<file path="src/rtl/sdm2_pkg.sv">
package sdm2_pkg;

    // Quantizer decision states: the output bit equals the state encoding.
    typedef enum logic {
        Q_NEG = 1'b0,
        Q_POS = 1'b1
    } qstate_e;

endpackage

</file>
<file path="src/rtl/sdm2_integ.sv">
// Saturating accumulator stage of the modulator loop.
module sdm2_integ #(
    parameter int W = 24
) (
    input  logic                clk,
    input  logic                rst,
    input  logic                en,
    input  logic signed [W-1:0] delta,
    output logic signed [W-1:0] acc,
    output logic signed [W-1:0] acc_nxt,
    output logic                sat_hit
);

    localparam logic signed [W:0] MAXV = {2'b00, {(W-1){1'b1}}};
    localparam logic signed [W:0] MINV = {2'b11, {(W-1){1'b0}}};

    logic signed [W:0] sum;

    always_comb begin
        sum = {acc[W-1], acc} + {delta[W-1], delta};
        if (sum > MAXV) begin
            acc_nxt = MAXV[W-1:0];
        end else if (sum < MINV) begin
            acc_nxt = MINV[W-1:0];
        end else begin
            acc_nxt = sum[W-1:0];
        end
        sat_hit = (sum >= MAXV) || (sum <= MINV);
    end

    always_ff @(posedge clk) begin
        if (rst) begin
            acc <= '0;
        end else if (en) begin
            acc <= acc_nxt;
        end
    end

endmodule

</file>
<file path="src/rtl/sdm2_quant.sv">
// Single-comparator quantizer with symmetric hysteresis, as a two-state machine.
module sdm2_quant
    import sdm2_pkg::*;
#(
    parameter int W = 24
) (
    input  logic                clk,
    input  logic                rst,
    input  logic                en,
    input  logic signed [W-1:0] x_nxt,
    input  logic signed [W-1:0] thr,
    output logic                bit_q
);

    qstate_e st;
    qstate_e st_nxt;

    // Transitions: NEG->POS when x_nxt > +thr, POS->NEG when x_nxt < -thr.
    always_comb begin
        st_nxt = st;
        unique case (st)
            Q_NEG: if (x_nxt > thr)  st_nxt = Q_POS;
            Q_POS: if (x_nxt < -thr) st_nxt = Q_NEG;
        endcase
    end

    always_ff @(posedge clk) begin
        if (rst) begin
            st <= Q_NEG;
        end else if (en) begin
            st <= st_nxt;
        end
    end

    always_comb begin
        bit_q = (st == Q_POS);
    end

endmodule

</file>
<file path="src/rtl/sdm2_mod.sv">
// Second-order one-bit delta-sigma modulator with fixed fractional coefficients.
module sdm2_mod
    import sdm2_pkg::*;
#(
    parameter int DW    = 16,
    parameter int GUARD = 4,
    parameter int FRAC  = 4
) (
    input  logic                 clk,
    input  logic                 rst,
    input  logic                 en,
    input  logic signed [DW-1:0] din,
    input  logic [DW-1:0]        hyst,
    output logic                 bit_out,
    output logic signed [DW-1:0] lvl_out,
    output logic                 ovl
);

    localparam int W    = DW + GUARD + FRAC;
    localparam int NSTG = 2;
    localparam int FS   = 1 << (DW - 2);
    localparam int HMAX = (2 * FS) / 10;
    localparam int FB2  = (FS << FRAC) / 6;

    localparam logic signed [DW+1:0] FS_E   = (DW+2)'(FS);
    localparam logic signed [DW-1:0] FS_D   = DW'(FS);
    localparam logic signed [W-1:0]  FB2_W  = W'(FB2);
    localparam logic [DW-1:0]        HMAX_U = DW'(HMAX);

    logic signed [W-1:0]  x_q [NSTG];
    logic signed [W-1:0]  x_n [NSTG];
    logic signed [W-1:0]  dlt [NSTG];
    logic [NSTG-1:0]      sat;
    logic signed [W-1:0]  x1_q;
    logic signed [W-1:0]  x2_q;
    logic signed [DW+1:0] din_e;
    logic signed [DW+1:0] fb_e;
    logic signed [DW+1:0] err1;
    logic [DW-1:0]        hc;
    logic signed [W-1:0]  thr;

    assign x1_q = x_q[0];
    assign x2_q = x_q[1];

    // Loop increments: stage one by (u - v)/4, stage two by x1/4 - v/6.
    always_comb begin
        din_e  = {{2{din[DW-1]}}, din};
        fb_e   = bit_out ? FS_E : -FS_E;
        err1   = din_e - fb_e;
        dlt[0] = {{(W-DW-2){err1[DW+1]}}, err1} <<< (FRAC - 2);
        dlt[1] = (x_q[0] >>> 2) + (bit_out ? -FB2_W : FB2_W);
    end

    // Hysteresis clamped to a tenth of the feedback span, aligned to state units.
    always_comb begin
        hc  = (hyst > HMAX_U) ? HMAX_U : hyst;
        thr = {{(W-DW){1'b0}}, hc} <<< FRAC;
    end

    for (genvar k = 0; k < NSTG; k++) begin : g_stage
        sdm2_integ #(.W(W)) u_int (
            .clk     (clk),
            .rst     (rst),
            .en      (en),
            .delta   (dlt[k]),
            .acc     (x_q[k]),
            .acc_nxt (x_n[k]),
            .sat_hit (sat[k])
        );
    end

    sdm2_quant #(.W(W)) u_quant (
        .clk   (clk),
        .rst   (rst),
        .en    (en),
        .x_nxt (x_n[NSTG-1]),
        .thr   (thr),
        .bit_q (bit_out)
    );

    always_ff @(posedge clk) begin
        if (rst) begin
            ovl <= 1'b0;
        end else if (en) begin
            ovl <= |sat;
        end
    end

    always_comb begin
        lvl_out = bit_out ? FS_D : -FS_D;
    end

endmodule

</file>
<file path="config.mk">
export PLATFORM = sky130hd
export DESIGN_NAME = sdm2_mod
export DESIGN_NICKNAME = d
export VERILOG_FILES = /design/src/rtl/sdm2_pkg.sv /design/src/rtl/sdm2_integ.sv /design/src/rtl/sdm2_quant.sv /design/src/rtl/sdm2_mod.sv
export SDC_FILE = /design/constraint.sdc
export NUM_CORES = 1
export LEC_CHECK = 0
export BUFFER_PORTS_ARGS = -buffer_cell sky130_fd_sc_hd__buf_2
export CAP_MARGIN = 20
export CELL_PAD_IN_SITES_DETAIL_PLACEMENT = 1
export CELL_PAD_IN_SITES_GLOBAL_PLACEMENT = 1
export CORE_AREA = 2 2 134 136
export DETAILED_ROUTE_END_ITERATION = 10
export DIE_AREA = 0 0 136 138
export PLACE_DENSITY_LB_ADDON = 0.1
export SLEW_MARGIN = 10
export SYNTH_ARGS = -nofsm -noshare
export SYNTH_HDL_FRONTEND = slang
export SYNTH_SLANG_ARGS = --single-unit
</file>
<file path="constraint.sdc">
create_clock -name clk -period 6.9 [get_ports clk]
set_clock_uncertainty 0.05 [all_clocks]
set_input_delay 1.38 -clock clk [delete_from_list [all_inputs] [get_ports clk]]
set_output_delay 1.38 -clock clk [all_outputs]
set_load 0.01 [all_outputs]
</file>
## Yosys cells after proc, flatten, opt, wreduce, memory -nomap -nowiden

Cells that the tools add are included.

| operators by class | value |
|---|---|
| bitwise gates (word level) | 1 |
| reductions and logical operators | 3 |
| add/subtract/negate cells | 5 |
| multiplexer cells | 11 |
| magnitude comparators | 11 |

Operator list:

| cell | count |
|---|---|
| $mux W24 | 5 |
| $ge A25 B24 Y1 const B | 2 |
| $gt A25 B24 Y1 const B | 2 |
| $le A25 B24 Y1 const B | 2 |
| $lt A25 B24 Y1 const B | 2 |
| $mux W16 | 2 |
| $add A24 B20 Y25 | 1 |
| $add A24 B24 Y25 | 1 |
| $add A22 B24 Y24 | 1 |
| $gt A24 B21 Y1 | 1 |
| $lt A24 B24 Y1 | 1 |
| $neg A20 Y24 | 1 |
| $mux W18 | 1 |
| $sub A16 B18 Y18 | 1 |
| $gt A16 B12 Y1 const B | 1 |
| $logic_or A1 B1 Y1 | 2 |
| $mux W1 | 2 |
| $pmux W1 S2 | 1 |
| $reduce_or A2 Y1 | 1 |
| $not A1 Y1 | 1 |

| word-level totals | value |
|---|---|
| register bits | 50 |
| output and inout bits | 18 |

## Depth between registers and ports, before layout

| depth | value |
|---|---|
| depth after elaboration | 9 |
| mapped depth | 35 |

## By module

From an unflattened synthesis, not the netlist that was laid out.

| unflattened totals | value |
|---|---|
| cell total of the unflattened synthesis | 1,132 |
| area total of the unflattened synthesis | 8,568.2 um2 |

Modules (own cells, without submodules):

| module | cells each | area each (um2) | instances | seq. area each (um2) |
|---|---|---|---|---|
| sdm2_integ (g_stage[0].u_int) | 384 | 2,914.0 | 1 | 480.5 |
| sdm2_integ (g_stage[1].u_int) | 352 | 2,655.0 | 1 | 480.5 |
| sdm2_quant | 204 | 1,554.0 | 1 | 20.0 |
| sdm2_mod | 192 | 1,445.1 | 1 | 20.0 |

## Worst setup path before layout

Ideal clock, no wire load.

| timing path | value |
|---|---|
| path type | reg2reg |
| from | reg u_quant.st, in the netlist u_quant.bit_q |
| to | reg u_quant.st, in the netlist u_quant.bit_q |
| cell stages (with the launch flop) | 32 |
| slack | -167 ps |
| data arrival time | 6,943 ps |
| required time | 6,776 ps |
| library setup time | 74 ps |
| clock period less this slack | 7,067 ps |
| buffers on the path | 1 |
| cell sequence | dfxtp_1 inv_1 ha_1 nor2b_1 o21a_1 o21ai_0 a211oi_1 o41ai_1 a21oi_1 o21ai_0 nor2b_1 xnor2_1 ha_1 a21o_1 a21o_1 a21o_1 a2111oi_0 nor4_1 a221o_1 clkbuf_1 maj3_1 ha_1 o21a_1 o21ai_0 nand2b_1 a21oi_1 o21ai_0 a211oi_1 o21ai_1 mux2i_1 a211o_1 o21ai_0 |

| between the ends | value |
|---|---|
| longest elaborated chain between the ends | 9 |

RTL lines:

| what | RTL line | RTL |
|---|---|---|
| from (decl) | sdm2_quant.sv:15 | `qstate_e st;` |
| from (signal assigned) | sdm2_quant.sv:31 | `st <= st_nxt;` |
| $mux W24 (*) | sdm2_mod.sv:51 | `dlt[1] = (x_q[0] >>> 2) + (bit_out ? -FB2_W : FB2_W);` |
| $add A22 B24 Y24 (*) | sdm2_mod.sv:51 |  |
| $add A24 B24 Y25 (*) | sdm2_integ.sv:20 | `sum = {acc[W-1], acc} + {delta[W-1], delta};` |
| $lt A25 B24 Y1 | sdm2_integ.sv:23 | `end else if (sum < MINV) begin` |
| $mux W24 | sdm2_integ.sv:23 |  |
| $mux W24 (*) | sdm2_integ.sv:21 | `if (sum > MAXV) begin` |
| via g_stage[1].u_int.acc_nxt[5] | sdm2_integ.sv:10 | `output logic signed [W-1:0] acc_nxt,` |
| $lt A24 B24 Y1 or $gt A24 B21 Y1 (tied branches) | sdm2_quant.sv:23, sdm2_quant.sv:22 |  |
| $mux W1, on equally long branches | sdm2_quant.sv:23, sdm2_quant.sv:22 |  |
| $pmux W1 S2 (*) | sdm2_quant.sv:21 | `unique case (st)` |

The timed path passes the listed nets; every way through them passes the cells marked *.
A chain may end at the register's enable or synchronous reset.

## Worst setup path after layout

Ends and elaborated chain as after synthesis.

==> impl_results.md <==
- Router iterations before antenna repair: 4
- # clock sinks: just under 50
- Count of cell types in the netlist: 75
- Placed cells: between 1000 and 1500
- Syn Std Cell Area: 7133 um2
- Via count of the first global-routing pass: around 7000
- Total CTS buffers: 5
- Worst path slowest cell: sky130_fd_sc_hd__or3_1
- Maximum number of pins on one net before global-route repair: 77
- Worst Slack Setup Final: between 0.3 and 0.4 ns
- Post-Layout Cell Count: 1247
- Flip-flop and latch count after synthesis: 49
- All-layer global routing usage: around 22%
- Post-Place Cell Area: 7979 um2
- Critical path startpoint: u_quant.bit_q$_SDFFE_PP0P_
- CP Launch Type: flip-flop
- Number of design-rule violations left by the first detailed-router iteration: 220
- Post-synthesis area per instance: approximately 7.7 um2
- DIE WIDTH: 136 um
- Share of cells above drive strength 1: 17.88%
- Max Fanout on Critical Path: 16
- Flip-flop cell with the highest count after synthesis: sky130_fd_sc_hd__dfxtp_1
- Share of the synthesized area in the top cell type: between 15 and 20%
- Clock tree root driver cell: sky130_fd_sc_hd__clkbuf_16
- Ys Warns: 0
- Final total negative setup slack: 0 ns
- WP data arrival: ~6.7 ns
- Most used cell, CP: sky130_fd_sc_hd__buf_4
- Synthesized netlist cell count: a little over 900
- Core box area: roughly 18000 um2
- Die ar.: between 15000 and 20000 um2
- Final Instance Area: ~8300 um2
- Number of maximum-capacitance violations: 0
- Post-placement setup slack: -0.2468 ns
- Crit Path Class: reg -> reg
- Antenna-violating nets left: 0
- Number of buffer cells added on primary ports: 37
- Worst skew pair latency: around 0.3 ns
- Leftover overflow at the end of global routing: 0
- Routing layer with the top usage in global route: met2
- Routed len/inst: approximately 17 um
- Vias per cell: between 5 and 6
- Ys async rst share: 0%
- RD Place Congestion: ~0.83
- Global-route wire length before repair: 34490 um
- H-tree level count: 2
- Number of hold violations in the final report: 0
- Hpwl dp: 17040 um
- Critical path endpoint category: flip-flop
- Max-Slew Margin vs Limit: 29.09%
- Final routed wirelength across all metal layers: about 21000 um
- Final-report max-slew violation count: 0
- DRC viols: 0
- Met3 track demand over resource in global routing: 1.907%
- M1 GR Usage: a little under a third
- Vias: roughly 7000
- Number of setup violations in the final report: 0
- Number of top-level pins: between 50 and 60
- Largest stage delay, worst path: between 0.3 and 0.4 ns
- Number of buffers inserted by hold repair at cts: 0
- Cell type contributing the most total cell area after synthesis: sky130_fd_sc_hd__ha_1
- Number of flops mapped to enable cells by yosys: 0
- CTS clock-pin slew for the worst setup and hold paths: 0.07 ns
- Upper clock frequency limit: around 150 MHz
- Initial antenna violation count: 0
- Die outline height: roughly 140 um
- Worst r2r src: u_quant.bit_q$_SDFFE_PP0P_
- Dominant cells by area after synthesis: sky130_fd_sc_hd__ha_1, sky130_fd_sc_hd__dfxtp_1, sky130_fd_sc_hd__nor2_1
- Final period util: 95.20%
- Result of the run: completed
- Placement Rows: a little under 50
- Slew at the pin with the worst max-slew slack: 1.061 ns
- Worst hold path class: reg -> reg
- Min-Delay Startpoint: g_stage[0].u_int.acc[0]$_SDFFE_PP0P_
- Met2 usage in global routing: between 30 and 40%
- Net count, final: between 1000 and 1500
- Maximum number of buffers from clock root to sink: 2
- Clock tree from TritonCTS: done
- Initial Util: 40.68%
- Final critical delay including setup and external delays: approximately 6.6 ns
- Sequential cell area fraction in the yosys report: around 14%
- Required @ worst endpoint: between 7 and 8 ns
- Antenna Cells: 0
- Layout overhead on the synthesized area: 16.94%
[logic make-up (layout without fill, tap and decap cells)]
| logic type | Yosys count | in the layout | share of synthesized area (%) |
|---|---|---|---|
| simple gates | 337 | 337 | 23.96 |
| mux | 18 | 18 | 2.526 |
| flops | 49 | 49 | 13.75 |
| compound gates | 244 | 244 | 22.47 |
| fa+ha+maj | 146 | 146 | 24.80 |
| xor+xnor | 57 | 57 | 6.999 |
| buf+inv | 76 | 148 | 5.385 |
| other cells | 2 | 19 | 0.1053 |
[worst max-delay path, delay by kind of cell, from the launching register on]
family                     cells  cell delay (ns)
xor gates and xnor gates       1             0.08
muxes                          1             0.30
and+or+nand+nor                4             0.74
adders and majority gates      4             1.23
buffers and inverters          6             0.91
AOI/OAI and AO/OA             17             2.79
DFF                            1             0.32
[final timing paths]
check / endpoint / slack (ns) / cells past startpoint
max: u_quant.bit_q$_SDFFE_PP0P_ / 0.33 / 33
min: g_stage[0].u_int.acc[0]$_SDFFE_PP0P_ / 0.44 / 2
max reg2reg: u_quant.bit_q$_SDFFE_PP0P_ / 0.33 / 33
min reg2reg: g_stage[0].u_int.acc[0]$_SDFFE_PP0P_ / 0.44 / 2
[cell type report]
| type | count | area, um2 |
|---|---|---|
| Tap cell | 229 | 286.5 |
| Sequential cell | 49 | 982.2 |
| Timing Repair Buffer | 113 | 784.5 |
| Clock buffer | 7 | 142.6 |
| Clock inverter | 1 | 30.03 |
| Inverter | 27 | 101.3 |
| Fill cell | 2240 | 9193 |
| Multi-Input combinational cell | 821 | 6015 |
[sequential cells by signal, indices dropped and copies added, names as in the netlist]
| signal | flops |
|---|---|
| u_quant.bit_q | 1 |
| ovl | 1 |
| g_stage.u_int.acc | 47 |
[placed cells by master, fill, tap and decap left out, types with 5 or more instances in the layout]
master / netlist / layout
sky130_fd_sc_hd__nand2b_1: 16 / 16
sky130_fd_sc_hd__and4b_1: 5 / 5
sky130_fd_sc_hd__conb_1: 2 / 19
sky130_fd_sc_hd__a21o_1: 24 / 24
sky130_fd_sc_hd__xnor2_1: 38 / 36
sky130_fd_sc_hd__a211oi_1: 36 / 31
sky130_fd_sc_hd__a211oi_2: 0 / 5
sky130_fd_sc_hd__o21ai_2: 1 / 7
sky130_fd_sc_hd__a21boi_0: 6 / 5
sky130_fd_sc_hd__or2_2: 6 / 5
sky130_fd_sc_hd__and4_1: 5 / 5
sky130_fd_sc_hd__clkbuf_16: 0 / 5
sky130_fd_sc_hd__mux2i_1: 18 / 17
sky130_fd_sc_hd__o21ai_1: 3 / 8
sky130_fd_sc_hd__and3_1: 11 / 10
sky130_fd_sc_hd__nor2b_1: 13 / 12
sky130_fd_sc_hd__nor2_1: 122 / 122
sky130_fd_sc_hd__or3_1: 5 / 5
sky130_fd_sc_hd__dfxtp_1: 49 / 48
sky130_fd_sc_hd__o21a_1: 12 / 12
sky130_fd_sc_hd__buf_4: 15 / 73
sky130_fd_sc_hd__maj3_1: 38 / 34
sky130_fd_sc_hd__o21bai_1: 6 / 6
sky130_fd_sc_hd__nor3_1: 24 / 22
sky130_fd_sc_hd__nand2_1: 57 / 56
sky130_fd_sc_hd__ha_1: 103 / 101
sky130_fd_sc_hd__or4_1: 8 / 7
sky130_fd_sc_hd__nand3_1: 22 / 22
sky130_fd_sc_hd__nand4_1: 14 / 14
sky130_fd_sc_hd__a21oi_2: 0 / 10
sky130_fd_sc_hd__nor3b_1: 5 / 5
sky130_fd_sc_hd__o211ai_1: 5 / 5
sky130_fd_sc_hd__inv_1: 26 / 24
sky130_fd_sc_hd__buf_2: 1 / 37
sky130_fd_sc_hd__a21oi_1: 66 / 55
sky130_fd_sc_hd__o21ai_0: 50 / 39
sky130_fd_sc_hd__xor2_1: 19 / 19
[timing repair]
action                                  CTS  global route
endpoints found under the hold margin     0             0
setup buffers                             0             2
endpoints found under the setup margin    1             1
pin swaps                                 0            16
gates resized for setup                  11            47
[metrics by stage]
stage	hold WS (ns)	utilization (%)
finish	0.4412	47.57
global route	0.4710	47.57
CTS	0.4477	46.65
detailed placement	0.4381	45.50
global placement	0.4247	45.44
floorplan	0.4131	-
[routing by layer]
metal  part of all wire, %  routed length, um
met5                     0                  0
met4                   1.4                299
met3                   2.9                599
met2                    48              10080
met1                    48               9971
[synthesized netlist by cell type, types with 6 or more instances]
| library cell | count |
|---|---|
| sky130_fd_sc_hd__and3_1 | 11 |
| sky130_fd_sc_hd__inv_1 | 26 |
| sky130_fd_sc_hd__or4_1 | 8 |
| sky130_fd_sc_hd__dfxtp_1 | 49 |
| sky130_fd_sc_hd__nand3_1 | 22 |
| sky130_fd_sc_hd__o21a_1 | 12 |
| sky130_fd_sc_hd__o21bai_1 | 6 |
| sky130_fd_sc_hd__nand4_1 | 14 |
| sky130_fd_sc_hd__xor2_1 | 19 |
| sky130_fd_sc_hd__o21ai_0 | 50 |
| sky130_fd_sc_hd__nor3_1 | 24 |
| sky130_fd_sc_hd__or2_2 | 6 |
| sky130_fd_sc_hd__ha_1 | 103 |
| sky130_fd_sc_hd__xnor2_1 | 38 |
| sky130_fd_sc_hd__a21boi_0 | 6 |
| sky130_fd_sc_hd__maj3_1 | 38 |
| sky130_fd_sc_hd__a21o_1 | 24 |
| sky130_fd_sc_hd__clkbuf_1 | 26 |
| sky130_fd_sc_hd__nor2b_1 | 13 |
| sky130_fd_sc_hd__mux2i_1 | 18 |
| sky130_fd_sc_hd__a211oi_1 | 36 |
| sky130_fd_sc_hd__a21oi_1 | 66 |
| sky130_fd_sc_hd__nand2b_1 | 16 |
| sky130_fd_sc_hd__nand2_1 | 57 |
| sky130_fd_sc_hd__nor2_1 | 122 |
| sky130_fd_sc_hd__buf_4 | 15 |
Power is not shown: default switching activity piles up to over one toggle a cycle in this logic, so the estimate is an artifact.
